===== config.mk =====
export PLATFORM = sky130hd
export DESIGN_NAME = cfgmem_crc_monitor
export DESIGN_NICKNAME = d
export VERILOG_FILES = /design/src/rtl/cfgcrc_pkg.sv /design/src/rtl/cfgcrc_rst_sync.sv /design/src/rtl/cfgcrc_walker.sv /design/src/rtl/cfgcrc_engine.sv /design/src/rtl/cfgcrc_judge.sv /design/src/rtl/cfgmem_crc_monitor.sv
export SDC_FILE = /design/constraint.sdc
export NUM_CORES = 1
export LEC_CHECK = 0
export BUFFER_PORTS_ARGS = -buffer_cell sky130_fd_sc_hd__buf_2
export CORE_ASPECT_RATIO = 0.75
export CORE_MARGIN = 10
export CORE_UTILIZATION = 65
export DETAILED_ROUTE_END_ITERATION = 7
export HOLD_SLACK_MARGIN = 0.1
export MAX_ROUTING_LAYER = met4
export PLACE_DENSITY = 0.95
export SLEW_MARGIN = 30
export SYNTH_ARGS = -nofsm -noshare
export SYNTH_HDL_FRONTEND = slang
export SYNTH_SLANG_ARGS = --single-unit

===== constraint.sdc =====
create_clock -name clk -period 4.5 [get_ports clk]
set_input_delay 0.675 -clock clk [delete_from_list [all_inputs] [get_ports clk]]
set_output_delay 0.675 -clock clk [all_outputs]
set_load 0.01 [all_outputs]

===== src/rtl/cfgcrc_pkg.sv =====
package cfgcrc_pkg;
  localparam int          SIG_W    = 32;
  localparam logic [31:0] SIG_POLY = 32'h04C11DB7;
  localparam logic [31:0] SIG_SEED = 32'hFFFFFFFF;

  typedef struct packed {
    logic head;   // word opens a pass
    logic tail;   // word closes a pass
  } wtag_t;

  // One 32-bit word folded MSB first into the running signature
  function automatic logic [31:0] sig_fold(input logic [31:0] cur, input logic [31:0] word);
    logic [31:0] r;
    logic        fb;
    r = cur;
    for (int i = 31; i >= 0; i--) begin
      fb = r[31] ^ word[i];
      r  = {r[30:0], 1'b0};
      if (fb) r = r ^ SIG_POLY;
    end
    return r;
  endfunction
endpackage


===== src/rtl/cfgcrc_rst_sync.sv =====
module cfgcrc_rst_sync (
  input  logic clk,
  input  logic rst_n,
  output logic rst_int_n
);
  logic [1:0] sync_q;

  always_ff @(posedge clk or negedge rst_n) begin
    if (!rst_n) sync_q <= 2'b00;
    else        sync_q <= {sync_q[0], 1'b1};
  end

  assign rst_int_n = sync_q[1];
endmodule


===== src/rtl/cfgcrc_walker.sv =====
module cfgcrc_walker
  import cfgcrc_pkg::*;
#(
  parameter int DEPTH  = 16,
  parameter int RD_LAT = 2,
  parameter int ADDR_W = 4
) (
  input  logic              clk,
  input  logic              rst_n,
  input  logic              scan_en,
  output logic [ADDR_W-1:0] rd_addr,
  output logic              arr_vld,
  output wtag_t             arr_tag
);
  localparam logic [ADDR_W-1:0] LAST_A = ADDR_W'(DEPTH - 1);

  logic [ADDR_W-1:0] addr_q, addr_d;
  logic [RD_LAT-1:0] vld_q;
  wtag_t             tag_q [RD_LAT];
  wtag_t             tag_in;

  always_comb begin
    addr_d = addr_q;
    if (scan_en) addr_d = (addr_q == LAST_A) ? '0 : addr_q + 1'b1;
    tag_in.head = (addr_q == '0);
    tag_in.tail = (addr_q == LAST_A);
  end

  always_ff @(posedge clk or negedge rst_n) begin
    if (!rst_n)       addr_q <= '0;
    else if (scan_en) addr_q <= addr_d;
  end

  // valid/tag pipeline matching the memory read latency
  for (genvar s = 0; s < RD_LAT; s++) begin : g_stage
    if (s == 0) begin : g_first
      always_ff @(posedge clk or negedge rst_n) begin
        if (!rst_n) begin
          vld_q[0] <= 1'b0;
          tag_q[0] <= '0;
        end else begin
          vld_q[0] <= scan_en;
          tag_q[0] <= tag_in;
        end
      end
    end else begin : g_next
      always_ff @(posedge clk or negedge rst_n) begin
        if (!rst_n) begin
          vld_q[s] <= 1'b0;
          tag_q[s] <= '0;
        end else begin
          vld_q[s] <= vld_q[s-1];
          tag_q[s] <= tag_q[s-1];
        end
      end
    end
  end

  assign rd_addr = addr_q;
  assign arr_vld = vld_q[RD_LAT-1];
  assign arr_tag = tag_q[RD_LAT-1];


  addr_wrap_chk: assert property (@(posedge clk) disable iff (!rst_n)
    (scan_en && rd_addr == LAST_A) |=> (rd_addr == '0));

  addr_hold_chk: assert property (@(posedge clk) disable iff (!rst_n)
    !scan_en |=> $stable(rd_addr));
endmodule


===== src/rtl/cfgcrc_engine.sv =====
module cfgcrc_engine
  import cfgcrc_pkg::*;
(
  input  logic        clk,
  input  logic        rst_n,
  input  logic        in_vld,
  input  wtag_t       in_tag,
  input  logic [31:0] in_data,
  output logic [31:0] sig,
  output logic        sig_final
);
  logic [31:0] sig_q, sig_d;
  logic        fin_q, fin_d;

  always_comb begin
    sig_d = sig_q;
    if (in_vld) sig_d = sig_fold(in_tag.head ? SIG_SEED : sig_q, in_data);
    fin_d = in_vld & in_tag.tail;
  end

  always_ff @(posedge clk or negedge rst_n) begin
    if (!rst_n) begin
      sig_q <= SIG_SEED;
      fin_q <= 1'b0;
    end else begin
      sig_q <= sig_d;
      fin_q <= fin_d;
    end
  end

  assign sig       = sig_q;
  assign sig_final = fin_q;


  sig_hold_chk: assert property (@(posedge clk) disable iff (!rst_n)
    !in_vld |=> $stable(sig));
endmodule


===== src/rtl/cfgcrc_judge.sv =====
module cfgcrc_judge (
  input  logic        clk,
  input  logic        rst_n,
  input  logic        sig_final,
  input  logic [31:0] sig,
  input  logic        ref_wr,
  input  logic [31:0] ref_crc,
  output logic        pass_done,
  output logic        crc_bad,
  output logic        reload_req
);
  logic [31:0] ref_q, ref_d;
  logic        done_q, bad_q, req_q;
  logic        done_d, bad_d, req_d;
  logic        differs;

  always_comb begin
    ref_d   = ref_wr ? ref_crc : ref_q;
    differs = (sig != ref_q);
    done_d  = sig_final;
    bad_d   = sig_final & differs;
    req_d   = req_q | (sig_final & differs);
  end

  always_ff @(posedge clk or negedge rst_n) begin
    if (!rst_n) begin
      ref_q  <= '0;
      done_q <= 1'b0;
      bad_q  <= 1'b0;
      req_q  <= 1'b0;
    end else begin
      ref_q  <= ref_d;
      done_q <= done_d;
      bad_q  <= bad_d;
      req_q  <= req_d;
    end
  end

  assign pass_done  = done_q;
  assign crc_bad    = bad_q;
  assign reload_req = req_q;


  done_follow_chk: assert property (@(posedge clk) disable iff (!rst_n)
    sig_final |=> pass_done);

  done_pulse_chk: assert property (@(posedge clk) disable iff (!rst_n)
    pass_done |=> !pass_done);

  bad_with_done_chk: assert property (@(posedge clk) disable iff (!rst_n)
    crc_bad |-> pass_done);

  req_sticky_chk: assert property (@(posedge clk) disable iff (!rst_n)
    reload_req |=> reload_req);

  req_rise_chk: assert property (@(posedge clk) disable iff (!rst_n)
    $rose(reload_req) |-> crc_bad);
endmodule


===== src/rtl/cfgmem_crc_monitor.sv =====
module cfgmem_crc_monitor
  import cfgcrc_pkg::*;
#(
  parameter int DEPTH  = 16,
  parameter int RD_LAT = 2,
  localparam int ADDR_W = (DEPTH > 1) ? $clog2(DEPTH) : 1
) (
  input  logic              clk,
  input  logic              rst_n,
  input  logic              scan_en,
  output logic [ADDR_W-1:0] rd_addr,
  input  logic [31:0]       rd_data,
  input  logic              ref_wr,
  input  logic [31:0]       ref_crc,
  output logic              pass_done,
  output logic              crc_bad,
  output logic              reload_req
);
  logic        rst_int_n;
  logic        arr_vld;
  wtag_t       arr_tag;
  logic [31:0] sig;
  logic        sig_final;

  cfgcrc_rst_sync u_rst (
    .clk       (clk),
    .rst_n     (rst_n),
    .rst_int_n (rst_int_n)
  );

  cfgcrc_walker #(.DEPTH(DEPTH), .RD_LAT(RD_LAT), .ADDR_W(ADDR_W)) u_walk (
    .clk     (clk),
    .rst_n   (rst_int_n),
    .scan_en (scan_en),
    .rd_addr (rd_addr),
    .arr_vld (arr_vld),
    .arr_tag (arr_tag)
  );

  cfgcrc_engine u_eng (
    .clk       (clk),
    .rst_n     (rst_int_n),
    .in_vld    (arr_vld),
    .in_tag    (arr_tag),
    .in_data   (rd_data),
    .sig       (sig),
    .sig_final (sig_final)
  );

  cfgcrc_judge u_judge (
    .clk        (clk),
    .rst_n      (rst_int_n),
    .sig_final  (sig_final),
    .sig        (sig),
    .ref_wr     (ref_wr),
    .ref_crc    (ref_crc),
    .pass_done  (pass_done),
    .crc_bad    (crc_bad),
    .reload_req (reload_req)
  );
endmodule


==> flow_metrics.tcl <==
set metrics [dict create \
    status "finished, final reports clean" \
    die_area_um2 15070 \
    cap_viol_max_count 0 \
    netlist_instances 570 \
    portBuffers 74 \
    synth_edf_count 0 \
    drc 0 \
    cp.arrival_ns 4.62 \
    finalSetupViolCount 0 \
    hold_violations 0 \
    synthesis.area_um2 6840 \
    startpoint_type "flop" \
    htreeDepth 3 \
    clock-sinks 80 \
    tightest_slew_ns 0.7909 \
    yosys_warnings 0 \
    pin_count 75 \
    fmaxAchievable_ghz 0.2289 \
    cp_max_fo 6 \
    n_antenna_cell 0 \
    slowest_stage "dfstp_2" \
    hold_path_class "primary input to asynchronous set/reset pin" \
    final_area_um2 7838 \
    worst-r2r-setup-slack_ns 0.13 \
    reg2reg_from "u_eng.sig[31]$_DFFE_PN1P_" \
    numCtsBuffers 9 \
    cts_tree "yes" \
    grt_pass1_wl_mm 28.77 \
    avgSynthCellArea_um2 12.00 \
    required_ns 4.75 \
    insertion_delay_ns 0.34 \
    first_pass_iters 5 \
    synth_top_area_share_pct 25.10 \
    start_util_pct 66.48 \
    routedWlPerCell_um 23.66 \
    grt_pass1_vias 4790 \
    overflow 0 \
    wirelength_mm 18.95 \
    nNetsFinal 730 \
    cts_hold_buf 0 \
    layout-drive-gt1-share_pct 36.39 \
    critPathLaunch "u_eng.sig[31]$_DFFE_PN1P_" \
    ys_seq_elements 80 \
    antenna_found_initial 0 \
    path_clk_slew_ns 0.07 \
    yosys_most_used_dff "dfrtp_1" \
    drt_iter0_drc 538 \
    crit_path_cell_trace "xnor2_1 > nor2_2 > xnor2_2 > xnor3_1 > xnor2_1 > xnor2_1 > buf_4 > xnor2_1 > xnor2_2 > xnor3_1 > xnor2_1 > a21oi_1" \
    grt_max_degree 65 \
    coreArea_um2 10290 \
    cp-end-kind "flop" \
    reg2regPathDepth 12 \
    worstSetupPathDepth 12 \
    critical_path.top_delay_family "XOR/XNOR gates" \
    cts-root-buf "clkbuf_16" \
    synth.largest_area_cell "xnor2_1" \
    cts.path.max_buffers 2 \
    slowest_delay_ns 0.64 \
    fin_skew_ns 0.007208 \
    gp_congestion 1.022 \
    cpMostUsedCell "xnor2_1" \
    criticalPathCategory "flop to flop" \
    area_growth_pct 14.58 \
    fp.dieH_um 108.8 \
    critPathCapture "u_eng.sig[16]$_DFFE_PN1P_" \
    place_area_um2 7478 \
    grtUsageTotal_pct 25.78 \
    via_per_inst 5.748 \
    fin_crit_sh_pct 97.07 \
    synth_nets 640 \
    relSlewSlack_pct 47.27 \
    maxSlewViolCount 0 \
    synth_area_leaders "xnor2_1 (25%), dfrtp_1 (18%), dfstp_2 (12%), xnor3_1 (11%), mux2_2 (7.9%)" \
    cp_num_buf_inv 1 \
    row_count 32 \
    rsz0062_at_grt "false" \
    post-route-min-period_ns 4.368 \
    fin_util_pct 76.17 \
    dr_total_vias 4604 \
    ys_seq_area_share_pct 29.85 \
    async_flop_share_pct 100.0 \
    synth.distinct_cells 35 \
    drt.antenna.violating_nets 0 \
    place_hpwl_mm 14.64 \
    r2r_end "u_eng.sig[16]$_DFFE_PN1P_" \
    die_x_um 138.5 \
]
-- Yosys cell counts, types with 2 or more instances --
library cell,count
nor2_1,50
o21ai_0,3
xor2_2,8
xnor3_2,5
clkbuf_1,7
nor2_2,3
xnor2_1,196
nor4_1,2
ha_1,2
xnor2_2,20
buf_2,8
xnor3_1,34
xnor2_4,3
dfrtp_1,48
inv_1,2
buf_1,3
mux2_2,48
nand2_1,4
nand4_1,8
a21oi_1,17
dfstp_2,32
buf_4,2
xor2_1,51
buf_6,3
-- layout by cell type, fill, tap and decap left out, drive strengths merged --
| cell | instances |
|---|---|
| a21boi | 1 |
| a21oi | 17 |
| and2 | 1 |
| and3 | 1 |
| buf | 102 |
| bufinv | 3 |
| clkbuf | 9 |
| clkinvlp | 1 |
| conb | 1 |
| dfrtp | 48 |
| dfstp | 32 |
| ha | 2 |
| inv | 5 |
| mux2 | 48 |
| nand2 | 4 |
| nand2b | 1 |
| nand4 | 8 |
| nor2 | 53 |
| nor3b | 1 |
| nor4 | 2 |
| o21ai | 3 |
| o41ai | 1 |
| or2 | 1 |
| xnor2 | 219 |
| xnor3 | 39 |
| xor2 | 60 |
| xor3 | 2 |
-- state kept, by name, summed over array words and instances, names as in the netlist --
| register | cells |
|---|---|
| u_rst.sync_q | 2 |
| u_judge.crc_bad | 1 |
| u_walk.tag_q | 2 |
| u_walk.arr_tag | 2 |
| u_eng.sig_final | 1 |
| u_judge.ref_q | 32 |
| u_eng.sig | 32 |
| u_walk.vld_q | 1 |
| u_walk.arr_vld | 1 |
| u_judge.pass_done | 1 |
| u_judge.reload_req | 1 |
| u_walk.rd_addr | 4 |
-- metrics by stage --
stage | TNS, ns | cells | hold slack [ns] | setup WS [ns]
after floorplan | 0 | 570 | 0.3312 | 0.3464
after global placement | 0 | 785 | 0.1627 | 0.04454
after detailed placement | -0.02156 | 785 | 0.1732 | -0.02156
after CTS | 0 | 801 | 0.1032 | 0.1059
after global routing | 0 | 801 | 0.1004 | 0.02973
final | 0 | 801 | 0.1072 | 0.1318
-- kinds of logic after synthesis --
kind of cell,after synthesis,synth area share [%]
xor gates and xnor gates,320,53.54
DFF,80,29.85
and+or+nand+nor,72,4.628
muxes,48,7.902
buffers and inverters,25,1.957
AOI/OAI and AO/OA,22,1.701
adders and majority gates,2,0.3658
other,1,0.05482
-- worst min-delay path by stage --
stage | start | to | slack [ns] | cells after the start
after floorplan | u_rst.sync_q[0]$_DFF_PN0_ | u_rst.sync_q[1]$_DFF_PN0_ | 0.33 | 0
after detailed placement | u_rst.sync_q[1]$_DFF_PN0_ | u_judge.ref_q[14]$_DFFE_PN0P_ | 0.17 | 0
after CTS | rst_n | u_rst.sync_q[1]$_DFF_PN0_ | 0.10 | 1
after global routing | rst_n | u_rst.sync_q[1]$_DFF_PN0_ | 0.10 | 1
after global placement | u_rst.sync_q[1]$_DFF_PN0_ | u_judge.ref_q[0]$_DFFE_PN0P_ | 0.16 | 0
final | rst_n | u_rst.sync_q[1]$_DFF_PN0_ | 0.11 | 1
-- repair_timing --
action,CTS,global route
resized for setup,0,1
buffers inserted,0,0
endpoints found under the setup margin,0,1
hold endpoints to repair,0,0
-- area by class of cell --
| type | count | area, um2 |
|---|---|---|
| Clock buffer | 9 | 225.2 |
| Clock inverter | 7 | 126.4 |
| Fill cell | 654 | 2452 |
| Inverter | 2 | 7.507 |
| Multi-Input combinational cell | 465 | 4672 |
| Sequential cell | 80 | 2043 |
| Tap cell | 136 | 170.2 |
| Timing Repair Buffer | 102 | 593.1 |
-- metal layers --
metal / up-vias / part of all wire [%] / global-route usage [%] / wire length, um
met5: - / 0 / - / 0
li1: 2026 / - / - / -
met3: 42 / 9.7 / 6.950 / 1834
met2: 272 / 46 / 39.47 / 8758
met1: 2264 / 42 / 33.53 / 7906
met4: 0 / 2.4 / 6.532 / 452
Power is not shown: default switching activity piles up to over one toggle a cycle in this logic, so the estimate is an artifact.
